`config.mk`:
```
export PLATFORM = sky130hd
export DESIGN_NAME = trig_rate_counter
export DESIGN_NICKNAME = d
export VERILOG_FILES = /design/src/rtl/trc_pkg.sv /design/src/rtl/trc_tick_div.sv /design/src/rtl/trc_gate_timer.sv /design/src/rtl/trc_event_cnt.sv /design/src/rtl/trig_rate_counter.sv
export SDC_FILE = /design/constraint.sdc
export NUM_CORES = 1
export LEC_CHECK = 0
export ABC_AREA = 1
export BUFFER_PORTS_ARGS = -buffer_cell sky130_fd_sc_hd__buf_2
export CAP_MARGIN = 20
export CORE_ASPECT_RATIO = 1.2
export CORE_MARGIN = 2
export CORE_UTILIZATION = 60
export CTS_CLUSTER_DIAMETER = 50
export DETAILED_ROUTE_END_ITERATION = 10
export HOLD_SLACK_MARGIN = 0.12
export PLACE_DENSITY = 0.81
export SETUP_SLACK_MARGIN = 0.1
export SLEW_MARGIN = 30
export SYNTH_ARGS = -nofsm -noshare
export SYNTH_HDL_FRONTEND = slang
export SYNTH_SLANG_ARGS = --single-unit
```
`constraint.sdc`:
```
create_clock -name clk_i -period 2.5 [get_ports clk_i]
set_input_delay 0.5 -clock clk_i [delete_from_list [all_inputs] [get_ports clk_i]]
set_output_delay 0.5 -clock clk_i [all_outputs]
set_load 0.02 [all_outputs]
```
`src/rtl/trc_pkg.sv`:
```
package trc_pkg;
  localparam int unsigned NUM_PATCH = 4;
  localparam int unsigned NUM_CH    = NUM_PATCH + 1;
  localparam int unsigned FLAG_W    = 8;

  typedef enum logic [2:0] {
    CH_A   = 3'd0,
    CH_B   = 3'd1,
    CH_C   = 3'd2,
    CH_D   = 3'd3,
    CH_SUM = 3'd4
  } ch_e;
endpackage

```
`src/rtl/trc_tick_div.sv`:
```
module trc_tick_div #(
  parameter int unsigned DIV = 25_000_000
) (
  input  logic clk_i,
  input  logic rst_ni,
  input  logic restart_i,
  output logic tick_o
);
  localparam int unsigned W = (DIV > 1) ? $clog2(DIV) : 1;
  localparam logic [W-1:0] LAST = W'(DIV - 1);

  logic [W-1:0] cnt_q;

  always_ff @(posedge clk_i or negedge rst_ni) begin
    if (!rst_ni)                          cnt_q <= '0;
    else if (restart_i || cnt_q == LAST)  cnt_q <= '0;
    else                                  cnt_q <= cnt_q + 1'b1;
  end

  assign tick_o = (cnt_q == LAST) && !restart_i;

  // ticks are at least two cycles apart for DIV >= 2
  assert_tick_spacing_R3: assert property (@(posedge clk_i) disable iff (!rst_ni)
    tick_o |=> !tick_o)
    else $error("tick repeated on consecutive cycles");
endmodule

```
`src/rtl/trc_gate_timer.sv`:
```
module trc_gate_timer #(
  parameter int unsigned PRE_W = 8
) (
  input  logic             clk_i,
  input  logic             rst_ni,
  input  logic             restart_i,
  input  logic             tick_i,
  input  logic [PRE_W-1:0] limit_i,
  output logic             done_o
);
  logic [PRE_W-1:0] hc_q;

  // >= keeps a lowered limit from wrapping the half-tick count
  assign done_o = tick_i && (hc_q >= limit_i) && !restart_i;

  always_ff @(posedge clk_i or negedge rst_ni) begin
    if (!rst_ni)                  hc_q <= '0;
    else if (restart_i || done_o) hc_q <= '0;
    else if (tick_i)              hc_q <= hc_q + 1'b1;
  end

  assert_no_done_after_restart_R8: assert property (@(posedge clk_i) disable iff (!rst_ni)
    restart_i |=> !done_o)
    else $error("period end right after restart");
endmodule

```
`src/rtl/trc_event_cnt.sv`:
```
module trc_event_cnt #(
  parameter int unsigned CNT_W = 16
) (
  input  logic             clk_i,
  input  logic             rst_ni,
  input  logic             trig_i,
  input  logic             restart_i,
  input  logic             clear_i,
  output logic [CNT_W-1:0] cnt_nx_o,
  output logic             ovf_nx_o
);
  localparam logic [CNT_W-1:0] MAX = {CNT_W{1'b1}};

  logic             prev_q;
  logic             edge_w;
  logic [CNT_W-1:0] cnt_q;
  logic             ovf_q;

  always_ff @(posedge clk_i or negedge rst_ni) begin
    if (!rst_ni) prev_q <= 1'b0;
    else         prev_q <= trig_i;
  end

  assign edge_w = trig_i && !prev_q;

  always_comb begin
    cnt_nx_o = cnt_q;
    ovf_nx_o = ovf_q;
    if (edge_w) begin
      if (cnt_q == MAX) ovf_nx_o = 1'b1;
      else              cnt_nx_o = cnt_q + 1'b1;
    end
  end

  always_ff @(posedge clk_i or negedge rst_ni) begin
    if (!rst_ni) begin
      cnt_q <= '0;
      ovf_q <= 1'b0;
    end else if (restart_i || clear_i) begin
      cnt_q <= '0;
      ovf_q <= 1'b0;
    end else begin
      cnt_q <= cnt_nx_o;
      ovf_q <= ovf_nx_o;
    end
  end

  assert_sat_R6: assert property (@(posedge clk_i) disable iff (!rst_ni)
    ovf_q |-> cnt_q == MAX)
    else $error("overflow without saturation");

  assert_step_R2: assert property (@(posedge clk_i) disable iff (!rst_ni)
    (!restart_i && !clear_i) |=> (cnt_q == $past(cnt_q) || cnt_q == $past(cnt_q) + 1'b1))
    else $error("counter moved by more than one");

  assert_restart_clear_R8: assert property (@(posedge clk_i) disable iff (!rst_ni)
    restart_i |=> (cnt_q == '0 && !ovf_q))
    else $error("partial count survived restart");
endmodule

```
`src/rtl/trig_rate_counter.sv`:
```
module trig_rate_counter
  import trc_pkg::*;
#(
  parameter int unsigned TICK_DIV = 25_000_000,
  parameter int unsigned CNT_W    = 16,
  parameter int unsigned PRE_W    = 8
) (
  input  logic                    clk_i,
  input  logic                    rst_ni,
  input  logic [NUM_PATCH-1:0]    patch_trig_i,
  input  logic                    comb_trig_i,
  input  logic [PRE_W-1:0]        prescale_i,
  input  logic                    settings_change_i,
  output logic [NUM_CH*CNT_W-1:0] counts_o,
  output logic [FLAG_W-1:0]       ovf_flags_o,
  output logic                    result_valid_o
);
  localparam int unsigned OUT_W = NUM_CH * CNT_W;
  localparam int unsigned PAD_W = FLAG_W - NUM_CH;

  logic              tick_w;
  logic              done_w;
  logic [NUM_CH-1:0] trig_vec;
  logic [CNT_W-1:0]  cnt_nx [NUM_CH];
  logic [NUM_CH-1:0] ovf_nx;
  logic [OUT_W-1:0]  counts_d;
  logic [OUT_W-1:0]  counts_q;
  logic [FLAG_W-1:0] flags_q;
  logic              valid_q;

  assign trig_vec = {comb_trig_i, patch_trig_i};

  trc_tick_div #(.DIV(TICK_DIV)) u_tick (
    .clk_i     (clk_i),
    .rst_ni    (rst_ni),
    .restart_i (settings_change_i),
    .tick_o    (tick_w)
  );

  trc_gate_timer #(.PRE_W(PRE_W)) u_gate (
    .clk_i     (clk_i),
    .rst_ni    (rst_ni),
    .restart_i (settings_change_i),
    .tick_i    (tick_w),
    .limit_i   (prescale_i),
    .done_o    (done_w)
  );

  for (genvar g = 0; g < NUM_CH; g++) begin : g_ch
    trc_event_cnt #(.CNT_W(CNT_W)) u_cnt (
      .clk_i     (clk_i),
      .rst_ni    (rst_ni),
      .trig_i    (trig_vec[g]),
      .restart_i (settings_change_i),
      .clear_i   (done_w),
      .cnt_nx_o  (cnt_nx[g]),
      .ovf_nx_o  (ovf_nx[g])
    );
  end

  always_comb begin
    for (int c = 0; c < NUM_CH; c++) counts_d[c*CNT_W +: CNT_W] = cnt_nx[c];
  end

  always_ff @(posedge clk_i or negedge rst_ni) begin
    if (!rst_ni) begin
      counts_q <= '0;
      flags_q  <= '0;
      valid_q  <= 1'b0;
    end else begin
      valid_q <= done_w;
      if (done_w) begin
        counts_q <= counts_d;
        flags_q  <= {{PAD_W{1'b0}}, ovf_nx};
      end
    end
  end

  assign counts_o       = counts_q;
  assign ovf_flags_o    = flags_q;
  assign result_valid_o = valid_q;

  assert_one_cycle_valid_R3: assert property (@(posedge clk_i) disable iff (!rst_ni)
    result_valid_o |=> !result_valid_o)
    else $error("valid strobe longer than one cycle");

  assert_no_valid_after_restart_R8: assert property (@(posedge clk_i) disable iff (!rst_ni)
    settings_change_i |=> !result_valid_o)
    else $error("result published for interrupted period");

  assert_hold_R9: assert property (@(posedge clk_i) disable iff (!rst_ni)
    (!$stable(counts_o) || !$stable(ovf_flags_o)) |-> result_valid_o)
    else $error("results changed without strobe");

  for (genvar g = 0; g < NUM_CH; g++) begin : g_chk
    assert_flag_sat_R6: assert property (@(posedge clk_i) disable iff (!rst_ni)
      ovf_flags_o[g] |-> counts_o[g*CNT_W +: CNT_W] == {CNT_W{1'b1}})
      else $error("flag set without saturated count");
  end
endmodule

```
Word-level counts from Yosys, hierarchy flattened --
Index checks and enable logic that the tools add are counted.
Storage, ports and cells: bits in registers 209, logic and storage cells 84
Operators by class: add/subtract/negate cells 7, $lt $le $gt $ge 1, equal/unequal tests 6, muxes and demuxes 33, reductions and logical operators 17
Operators by type and width (number):
- $mux W16 | 15
- $add A16 B1 Y16 const B | 5
- $eq A16 B16 Y1 const B | 5
- $add A25 B1 Y25 const B | 1
- $eq A25 B25 Y1 const B | 1
- $mux W25 | 1
- $mux W8 | 2
- $mux W1 | 15
- $add A8 B1 Y8 const B | 1
- $ge A8 B8 Y1 | 1
- $logic_and A1 B1 Y1 | 8
- $logic_not A1 Y1 | 6
- $logic_or A1 B1 Y1 | 2
- $reduce_bool A2 Y1 | 1

Logic depth before layout (Yosys ltp) --
word-level depth 6, mapped depth 15, gate-level depth less buffers 13

Cells and area by module --
A second synthesis with hierarchy kept.
Second synthesis, totals: cells, all modules 1656, area total of the unflattened synthesis 11858.9 µm²
Modules (own cells, without submodules):
- trc_event_cnt | instances 5, cells an instance 197, area each 1290.0 µm², seq. area each 450.4 µm²
- trig_rate_counter | instances 1, cells an instance 365, area each 3283.1 µm², seq. area each 2152.1 µm²
- trc_tick_div | instances 1, cells an instance 219, area each 1475.2 µm², seq. area each 625.6 µm²
- trc_gate_timer | instances 1, cells an instance 87, area each 650.6 µm², seq. area each 200.2 µm²

Worst setup path before layout --
No wires, ideal clock.
kind in2reg, start point in prescale_i[7], end point reg counts_q[0], in the netlist counts_o[0], data arrival time 1.889 ns, required time 2.434 ns, path slack 0.545 ns, cell stages on the path 11, cell sequence inv_1 ha_1 nand2_1 nor2_1 nand4_1 nand3_1 clkinv_1 nor2_2 buf_2 nand2_1 nand2_1
Between the ends: cells in the longest elaborated chain, start to end 3
RTL lines:
- start, declared | RTL line trig_rate_counter.sv:12 | input logic [PRE_W-1:0] prescale_i,
- $ge A8 B8 Y1 | RTL line trc_gate_timer.sv:14 | assign done_o = tick_i && (hc_q >= limit_i) && !restart_i;
- $logic_and A1 B1 Y1 (2 in series) | RTL line trc_gate_timer.sv:14
- end signal, assigned | RTL line trig_rate_counter.sv:73 | counts_q <= counts_d;
- end, declared | RTL line trig_rate_counter.sv:27 | logic [OUT_W-1:0] counts_q;
Every way passes these cells. A chain may end at the register's enable or synchronous reset.

Final worst setup path --
start point in patch_trig_i[0], end point reg g_ch[0].u_cnt.cnt_q[0]
Between the ends: cells in the longest elaborated chain, start to end 3
RTL lines:
- start, declared | RTL line trig_rate_counter.sv:10 | input logic [NUM_PATCH-1:0] patch_trig_i,
- $logic_and A1 B1 Y1 | RTL line trc_event_cnt.sv:24 | assign edge_w = trig_i && !prev_q;
- $mux W16 | RTL line trc_event_cnt.sv:29 | if (edge_w) begin
- $mux W16 | RTL line trc_event_cnt.sv:39 | end else if (restart_i || clear_i) begin
- end signal, assigned | RTL line trc_event_cnt.sv:43 | cnt_q <= cnt_nx_o;
- end, declared | RTL line trc_event_cnt.sv:16 | logic [CNT_W-1:0] cnt_q;
Every way passes these cells.

==> results.py <==
metrics = {
    "sta": {
        "tns_ns": 0,
        "slew_headroom_pct": 60.0,
        "fin_skew_ns": 0.0136,
        "rsz0062_at_grt": "false",
        "min_period_ns": 2.07,
        "post-route-period-util_pct": 82.9,
        "tightestPinTransition_ns": 0.600,
        "drv_slew": 0,
        "setup_violations": 0,
        "max_freq_ghz": 0.482,
        "whs_ns": 0.342,
        "hold_violations": 0,
        "layout_setup_ws_ns": 0.427,
    },
    "yosys": {
        "synth_top_area_cell": "dfrtp_1",
        "synth_top_area_share_pct": 47.2,
        "seq_area_frac_synth_pct": 47.2,
        "netlist_instances": 1563,
        "synthTopCellsByArea": "dfrtp_1 (47%), nand2_1 (19%), nor2_1 (8.4%), inv_1 (7.1%), nand3_1 (4.6%)",
        "ys_types": 30,
        "synth.most_common_cell": "nand2_1",
        "yosysWarningCount": 0,
        "ys_ff_latch": 209,
        "synth_common_cells": "nand2_1 (566), nor2_1 (247), inv_1 (211)",
        "synth_flop_cell": "dfrtp_1",
        "syn_avg_cell_area_um2": 7.09,
        "synth_edf_count": 0,
        "synthArstFlopShare_pct": 100,
        "syn_area_um2": 11100,
    },
    "drt": {
        "vias_per_cell": 5.15,
        "wl_per_cell_um": 12.6,
        "final_antenna_net_count": 0,
        "wl_um": 24100,
        "drtIter0Drc": 716,
        "drc": 0,
        "dr_total_vias": 9827,
        "drtPass1Iterations": 5,
    },
    "clock_network": {
        "cts_tree": "built",
        "cts-root-buf": "clkbuf_16",
        "clkTransAtPathRegs_ns": 0.06,
        "clock_sinks": 209,
        "insertion_delay_ns": 0.51,
        "clockBufferDepth": 3,
        "cts_made_buffers": 22,
        "h-tree-depth": 1,
        "post-cts-setup-buffer-count": 0,
    },
    "placed_design": {
        "gp_congestion": 0.922,
        "io_buffer_count": 101,
        "dp.final_hpwl_um": 17100,
        "post-place-ws_ns": 0.331,
    },
    "setup_path": {
        "critPathKind": "in2reg",
        "startpoint_type": "input pin",
        "end_kind": "register",
        "startpoint": "patch_trig_i[0]",
        "cp_max_fo": 6,
        "rr_startpoint": "u_tick.cnt_q[0]",
        "critPathRequiredTime_ns": 2.93,
        "arrival_ns": 2.50,
    },
    "global_routing": {
        "globalRouteTotalUtil_pct": 25.5,
        "grt-ovfl-total": 0,
        "grt_pass1_vias": 9558,
        "antenna_found_initial": 0,
        "grt_pass1_wl_um": 42200,
        "grt_max_degree": 71,
    },
    "pwr": {
        "p_per_area_nw_per_um2": 545,
        "power_uw": 6890,
        "power.leakage_uw": 0.00669,
        "ir_worst_vdd_mv": 0.503,
    },
    "worst_hold_path": {
        "hold_class": "in2reg",
        "hp-start": "settings_change_i",
    },
    "layout": {
        "regArea_um2": 5230,
        "nFillCells": 1504,
        "nets": 1705,
        "areaGrowthSynthToFinish_pct": 14.1,
        "drive_gt1_share_pct": 9.85,
        "multiInputGateArea_um2": 4800,
        "antenna_cells": 0,
    },
    "die": {
        "start_util_pct": 61.0,
        "fp.dieW_um": 128,
        "die_y_um": 153,
        "rows": 54,
        "die-area_um2": 19600,
        "fp.coreArea_um2": 18200,
        "io_pins": 105,
    },
    "job": {
        "maxCapViolCount": 0,
    },
    "outcome": {
        "status": "finished clean",
    },
}
[cells by family after synthesis]
kind of cell,after synthesis,share of synthesized area [%]
other,1,0.0338
adders and majority gates,15,1.69
buffers and inverters,259,9.67
and+or+nand+nor,992,36.6
AOI/OAI and AO/OA,63,2.98
xor gates and xnor gates,24,1.90
DFF,209,47.2
[layer usage]
layer,GRT usage [%],up-vias,routed length [um]
met3,3.19,41,1080
met2,45.4,220,12100
met1,32.5,4581,10400
met4,7.64,0,510
li1,-,4985,-
met5,0,-,0
[layout by cell type, fill, tap and decap left out, drive strengths merged, types with 7 or more instances in the layout]
master    n
a21oi     7
nand3b   18
buf     119
nor2    250
xor2     21
ha       15
dfrtp   209
nand3   103
o21ai    50
nor3     17
nand2   568
nand4    29
clkbuf   29
inv     217
[state kept, by name, indices dropped and copies added, names as in the netlist]
name               flops
g_ch.u_cnt.prev_q      5
counts_o              80
u_tick.cnt_q          25
ovf_flags_o            5
u_gate.hc_q            8
result_valid_o         1
g_ch.u_cnt.cnt_q      80
g_ch.u_cnt.ovf_q       5
[power by group]
group	switching (uW)	leakage, uW	internal, uW	total, uW
registers	31.2	0.00290	3410	3440
clock network	1320	0.000338	1840	3160
logic	200	0.00345	87.2	288
[path summary, 6_finish.rpt]
path / end / slack [ns] / depth (start not counted)
setup reg to reg: g_ch[2].u_cnt.cnt_q[9] / 0.47 / 11
setup / recovery: g_ch[0].u_cnt.cnt_q[0] / 0.43 / 9
hold reg to reg: counts_o[66] / 0.47 / 2
hold / removal: u_gate.hc_q[1] / 0.34 / 4
min in group asynchronous: u_tick.cnt_q[1] / 0.59 / 2
max in group asynchronous: counts_o[2] / 1.19 / 3
[repair_timing]
action / 4_1_cts / 5_1_grt
hold buffers: 6 / 0
hold endpoints to repair: 69 / 0
gates resized for setup: 0 / 0
[critical path: stages]
cell	delay, ns
dlygate4sd3_1	0.52
buf_2	0.10
inv_1	0.03
nor2_1	0.42
inv_1	0.22
nor2_1	0.30
xor2_1	0.24
inv_1	0.07
nor2_1	0.10
[per-stage QoR]
step	cell area [um2]	std cells	util, %
finish	12600	1910	69.6
global route	12600	1910	69.6
CTS	12600	1910	69.6
detailed placement	11900	1868	65.4
global placement	11900	1868	65.4
floorplan	11100	1565	-
[cell type report]
| type | instances | area share [%] |
|---|---|---|
| flip-flops and latches | 209 | 41.4 |
| inverters | 218 | 6.47 |
| clock inverters | 8 | 0.633 |
| multi-input cells | 1097 | 38.0 |
| well taps | 224 | 2.22 |
| repair buffers | 126 | 6.46 |
| clock buffers | 28 | 4.86 |
Power figures use the tool's default switching activity.
